**config.mk**
```make
export PLATFORM = sky130hd
export DESIGN_NAME = uart_flag_ctrl
export DESIGN_NICKNAME = d
export VERILOG_FILES = /design/src/rtl/uart_flag_pkg.sv /design/src/rtl/uart_rx_check.sv /design/src/rtl/uart_clr_hshake.sv /design/src/rtl/uart_rx_err_flag.sv /design/src/rtl/uart_tx_end_flag.sv /design/src/rtl/uart_flag_ctrl.sv
export SDC_FILE = /design/constraint.sdc
export NUM_CORES = 1
export LEC_CHECK = 0
export ABC_AREA = 1
export BUFFER_PORTS_ARGS = -buffer_cell sky130_fd_sc_hd__buf_2
export CAP_MARGIN = 10
export CORE_ASPECT_RATIO = 1.25
export CORE_UTILIZATION = 30
export CTS_CLUSTER_DIAMETER = 40
export CTS_CLUSTER_SIZE = 28
export DETAILED_ROUTE_END_ITERATION = 8
export GPL_TIMING_DRIVEN = 1
export PLACE_DENSITY = 0.67
export SKIP_LAST_GASP = 1
export SLEW_MARGIN = 10
export SYNTH_ARGS = -nofsm -noshare
export SYNTH_HDL_FRONTEND = slang
export SYNTH_SLANG_ARGS = --single-unit
export TNS_END_PERCENT = 50
```
**constraint.sdc**
```tcl
create_clock -name clk -period 0.95 [get_ports clk]
set_input_delay 0.095 -clock clk [delete_from_list [all_inputs] [get_ports clk]]
set_output_delay 0.095 -clock clk [all_outputs]
set_load 0.05 [all_outputs]
```
**src/rtl/uart_flag_pkg.sv**
```systemverilog
package uart_flag_pkg;

    localparam int FLAG_N    = 2;
    localparam int RXERR_IDX = 0;
    localparam int TXEND_IDX = 1;

    typedef struct packed {
        logic fer;
        logic per;
    } rx_tag_t;

    typedef logic [FLAG_N-1:0] flag_vec_t;

    // Mismatch between the parity seen on the line and the selected sense.
    function automatic logic par_mismatch(input logic data_xor,
                                          input logic par_bit,
                                          input logic odd_sel);
        return ((data_xor ^ par_bit) != odd_sel);
    endfunction

endpackage

```
**src/rtl/uart_rx_check.sv**
```systemverilog
module uart_rx_check
    import uart_flag_pkg::*;
#(
    parameter int DATA_W = 8
) (
    input  logic              clk,
    input  logic              rst,
    input  logic              rx_en,
    input  logic              frame_done,
    input  logic [DATA_W-1:0] data,
    input  logic              par_bit,
    input  logic              stop_bit,
    input  logic              par_en,
    input  logic              par_odd,
    output logic              err_evt,
    output logic              push_vld,
    output logic [DATA_W-1:0] push_data,
    output rx_tag_t           push_tag
);

    rx_tag_t tag_now;
    logic    accept;

    assign accept = rx_en && frame_done;

    always_comb begin
        tag_now.fer = !stop_bit;
        tag_now.per = par_en && par_mismatch(^data, par_bit, par_odd);
    end

    assign err_evt = accept && (tag_now.fer || tag_now.per);

    always_ff @(posedge clk) begin
        if (rst) begin
            push_vld  <= 1'b0;
            push_data <= '0;
            push_tag  <= '0;
        end else begin
            push_vld <= accept;
            if (accept) begin
                push_data <= data;
                push_tag  <= tag_now;
            end
        end
    end

endmodule

```
**src/rtl/uart_clr_hshake.sv**
```systemverilog
module uart_clr_hshake (
    input  logic clk,
    input  logic rst,
    input  logic rd,
    input  logic wr,
    input  logic wbit,
    input  logic flag,
    output logic clr_ok
);

    logic seen_q;

    assign clr_ok = wr && !wbit && seen_q;

    always_ff @(posedge clk) begin
        if (rst) begin
            seen_q <= 1'b0;
        end else if (wr) begin
            seen_q <= 1'b0;
        end else if (rd && flag) begin
            seen_q <= 1'b1;
        end
    end

endmodule

```
**src/rtl/uart_rx_err_flag.sv**
```systemverilog
module uart_rx_err_flag (
    input  logic clk,
    input  logic rst,
    input  logic en,
    input  logic set_evt,
    input  logic clr_ok,
    output logic flag
);

    always_ff @(posedge clk) begin
        if (rst) begin
            flag <= 1'b0;
        end else if (en) begin
            if (set_evt) begin
                flag <= 1'b1;
            end else if (clr_ok) begin
                flag <= 1'b0;
            end
        end
    end

endmodule

```
**src/rtl/uart_tx_end_flag.sv**
```systemverilog
module uart_tx_end_flag (
    input  logic clk,
    input  logic rst,
    input  logic en,
    input  logic last_bit,
    input  logic fifo_empty,
    input  logic cpu_fifo_wr,
    input  logic dma_fifo_wr,
    input  logic clr_ok,
    output logic flag
);

    logic set_evt;
    logic data_wr_q;
    logic sw_clear;
    logic flag_nx;

    assign set_evt  = last_bit && fifo_empty;
    assign sw_clear = clr_ok && (data_wr_q || cpu_fifo_wr);

    always_comb begin
        flag_nx = flag;
        if (!en) begin
            flag_nx = 1'b1;
        end else if (set_evt) begin
            flag_nx = 1'b1;
        end else if (dma_fifo_wr || sw_clear) begin
            flag_nx = 1'b0;
        end
    end

    always_ff @(posedge clk) begin
        if (rst) begin
            flag      <= 1'b1;
            data_wr_q <= 1'b0;
        end else begin
            flag <= flag_nx;
            if (!en || set_evt || (flag && !flag_nx)) begin
                data_wr_q <= 1'b0;
            end else if (cpu_fifo_wr) begin
                data_wr_q <= 1'b1;
            end
        end
    end

endmodule

```
**src/rtl/uart_flag_ctrl.sv**
```systemverilog
module uart_flag_ctrl
    import uart_flag_pkg::*;
#(
    parameter int DATA_W = 8
) (
    input  logic              clk,
    input  logic              rst,
    input  logic              rx_en,
    input  logic              tx_en,
    input  logic              rx_frame_done,
    input  logic [DATA_W-1:0] rx_data,
    input  logic              rx_par_bit,
    input  logic              rx_stop_bit,
    input  logic              par_en,
    input  logic              par_odd,
    input  logic              tx_last_bit,
    input  logic              tx_fifo_empty,
    input  logic              tx_fifo_wr_cpu,
    input  logic              tx_fifo_wr_dma,
    input  logic              cpu_rd,
    input  logic              cpu_wr,
    input  logic [1:0]        cpu_wdata,
    output logic [1:0]        cpu_rdata,
    output logic              rx_push,
    output logic [DATA_W-1:0] rx_push_data,
    output logic              rx_push_fer,
    output logic              rx_push_per
);

    flag_vec_t flags;
    flag_vec_t clr_ok;
    logic      rx_err_evt;
    rx_tag_t   push_tag;

    uart_rx_check #(.DATA_W(DATA_W)) u_rx_check (
        .clk        (clk),
        .rst        (rst),
        .rx_en      (rx_en),
        .frame_done (rx_frame_done),
        .data       (rx_data),
        .par_bit    (rx_par_bit),
        .stop_bit   (rx_stop_bit),
        .par_en     (par_en),
        .par_odd    (par_odd),
        .err_evt    (rx_err_evt),
        .push_vld   (rx_push),
        .push_data  (rx_push_data),
        .push_tag   (push_tag)
    );

    assign rx_push_fer = push_tag.fer;
    assign rx_push_per = push_tag.per;

    for (genvar g = 0; g < FLAG_N; g++) begin : g_hshake
        uart_clr_hshake u_hs (
            .clk    (clk),
            .rst    (rst),
            .rd     (cpu_rd),
            .wr     (cpu_wr),
            .wbit   (cpu_wdata[g]),
            .flag   (flags[g]),
            .clr_ok (clr_ok[g])
        );
    end

    uart_rx_err_flag u_rx_flag (
        .clk     (clk),
        .rst     (rst),
        .en      (rx_en),
        .set_evt (rx_err_evt),
        .clr_ok  (clr_ok[RXERR_IDX]),
        .flag    (flags[RXERR_IDX])
    );

    uart_tx_end_flag u_tx_flag (
        .clk         (clk),
        .rst         (rst),
        .en          (tx_en),
        .last_bit    (tx_last_bit),
        .fifo_empty  (tx_fifo_empty),
        .cpu_fifo_wr (tx_fifo_wr_cpu),
        .dma_fifo_wr (tx_fifo_wr_dma),
        .clr_ok      (clr_ok[TXEND_IDX]),
        .flag        (flags[TXEND_IDX])
    );

    assign cpu_rdata = flags;

endmodule

```
==> impl_metrics.json <==
{
  "status": "complete, but fails checks",
  "failed_checks": "setup timing",
  "power.density_mw_per_mm2": 1320,
  "startpoint": "u_rx_check.push_data[4]$_SDFFE_PP0P_",
  "hold_depth": 2,
  "ys_async_sr_fraction_pct": 0,
  "netlist_top_cells_count": "nand2_1, inv_1, dfxtp_1",
  "skew_ps": 0.281,
  "clkLatencyLatePin_ps": 270,
  "max_cap_violations": 0,
  "hold_viol": 0,
  "syn_nets": 151,
  "min_path_type": "input port to flip-flop",
  "criticalPathCategory": "flip-flop to output port",
  "synth_cell_types": 17,
  "critical_path.max_stage_delay_ps": 340,
  "clk_path_buf_depth": 2,
  "synth_edf_count": 0,
  "cts_tree": "yes",
  "crit_fanout": 2,
  "ant_nets": 0,
  "drc_errors": 0,
  "dieArea_mm2": 0.00294,
  "clock-sinks": 16,
  "whs_ps": 30.7,
  "dr.pass1.iters": 4,
  "synth_seq_cells": 16,
  "setup_viol": 3,
  "fp.coreArea_mm2": 0.00250,
  "slew_violations": 0,
  "synth_top_cells_by_area": "dfxtp_1, nand2_1, inv_1",
  "startpoint_type": "flip-flop",
  "root_buffer": "clkbuf_4",
  "yosysMostFrequentCell": "nand2_1",
  "initial_utilization_pct": 32.7,
  "nFillCells": 272,
  "hold_path_end": "u_tx_flag.flag$_SDFF_PP1_",
  "post-cts-setup-buffer-count": 0,
  "vias": 879,
  "irDropWorstVdd_mv": 0.602,
  "fmax_mhz": 1030,
  "cts_resized": 8,
  "reg2reg_slack_ps": 40,
  "first_iter_violations": 12,
  "worst_ep_required_time_ps": 850,
  "die_w_um": 48.7,
  "cp-end-kind": "output port",
  "ys_warn_count": 0,
  "r2r_end": "u_tx_flag.data_wr_q$_SDFFE_PP0P_",
  "layout-drive-gt1-share_pct": 29.6,
  "dp_hpwl_mm": 1.49,
  "cts.htree.levels": 1,
  "via_per_inst": 4.35,
  "portBuffers": 37,
  "p_leak_uw": 0.000657,
  "crit_chain": "buf_2",
  "syn_inst": 126,
  "fin_crit_ps": 975,
  "period_share_pct": 103,
  "num_antenna_cells": 0,
  "core.rowCount": 20,
  "grt_overflow": 0,
  "grt_pass1_wl_mm": 3.15,
  "worstHoldStart": "tx_en",
  "num_io_pins": 38,
  "clkTransAtPathRegs_ps": 90,
  "crit_slowest_cell": "dfxtp_1",
  "setup_ws_ps": -25.2,
  "synth_top_area_share_pct": 39.2,
  "antenna_found_initial": 0,
  "wirelength_mm": 1.90,
  "synth-main-ff-cell": "dfxtp_1",
  "power_uw": 1500,
  "crit_buf_inv": 1,
  "rsz0062_at_grt": "yes",
  "cp.arrival_ps": 880,
  "grt_max_degree": 16,
  "wire_per_inst_um": 9.40,
  "crit_family": "flip-flops",
  "yosysTopAreaCell": "dfxtp_1",
  "syn_area_um2": 817,
  "slew_headroom_pct": 80.0,
  "r2r_cells": 3,
  "hold_buffers": 0,
  "tightestPinTransition_ps": 299,
  "syn_to_final_growth_pct": 40.0,
  "place_congestion": 0.759,
  "die_y_um": 60.3,
  "yosysSeqAreaShare_pct": 39.2,
  "avgSynthCellArea_um2": 6.48,
  "regToRegStartpoint": "u_tx_flag.data_wr_q$_SDFFE_PP0P_",
  "cts_inserted_buffers": 3,
  "first_global_vias": 800,
  "grt_use_total_pct": 13.5,
  "dp_slack_ps": -59.3,
  "nNetsFinal": 196
}
where the power goes:
group / internal [µW] / switching, µW
clock: 147 / 193
sequential: 708 / 21.2
combinational: 164 / 271
placed cells by master (no fill, tap or decap):
cell	instances
nand4_1	1
nor2_1	9
buf_4	12
xnor2_1	2
inv_1	22
nand3_1	5
o21ai_0	11
nand2_1	40
buf_6	3
dfxtp_1	15
nand3b_1	1
dfxtp_2	1
a21boi_0	1
buf_12	1
buf_2	28
a211oi_2	1
xor2_1	1
nand3_2	1
clkbuf_4	3
o211ai_1	1
a21oi_1	10
metrics by stage:
step / setup TNS, ps / util [%] / instance area [µm²] / std cells
4_1_cts: -162 / 45.0 / 1130 / 202
3_3_place_gp: -39.8 / 43.2 / 1080 / 199
6_report: -51.4 / 45.7 / 1140 / 202
3_5_place_dp: -110 / 43.2 / 1080 / 199
5_1_grt: -175 / 45.7 / 1140 / 202
2_1_floorplan: 0 / - / 817 / 126
how the worst max path moves through the flow:
stage,slack (ps),endpoint,cells past startpoint
global placement,-20,u_rx_flag.flag$_SDFFE_PP0P_,12
floorplan,10,u_rx_check.push_data[0]$_SDFFE_PP0P_,2
CTS,-30,rx_push_data[6],1
finish,-30,rx_push_data[4],1
global route,-50,rx_push_data[4],1
detailed placement,-60,u_rx_flag.flag$_SDFFE_PP0P_,9
flip-flops by register name, summed over array words and instances (netlist names):
register / flops
u_tx_flag.flag: 1
g_hshake.u_hs.seen_q: 2
u_rx_check.push_tag: 2
u_tx_flag.data_wr_q: 1
u_rx_check.push_vld: 1
u_rx_flag.flag: 1
u_rx_check.push_data: 8
routing by layer:
layer	wire (µm)	track usage, %	vias to the layer above
met5	0	0	-
met2	908	24.6	32
met3	126	2.51	0
met1	864	16.6	373
met4	0	2.94	0
li1	-	-	474
worst register-to-register path: stages, from the launching register on:
cell and delay [ps]:
dfxtp_1 310, o211ai_1 190, nand3b_1 140, a211oi_2 190
logic make-up after synthesis:
| kind of cell | share of synthesized area [%] |
|---|---|
| simple gates | 28.5 |
| buf+inv | 13.5 |
| compound gates | 15.6 |
| flops | 39.2 |
| xor+xnor | 3.22 |
cell type report:
cell class                 instances  area [µm²]  area share, %
timing repair buffer              44         284           24.8
clock buffer                       3        22.5           1.97
multi-input combinational         84         392           34.2
sequential                        16         322           28.1
tap                               33        41.3           3.61
inverter                          22        82.6           7.22
No activity file was read; power rests on OpenSTA's default activity.
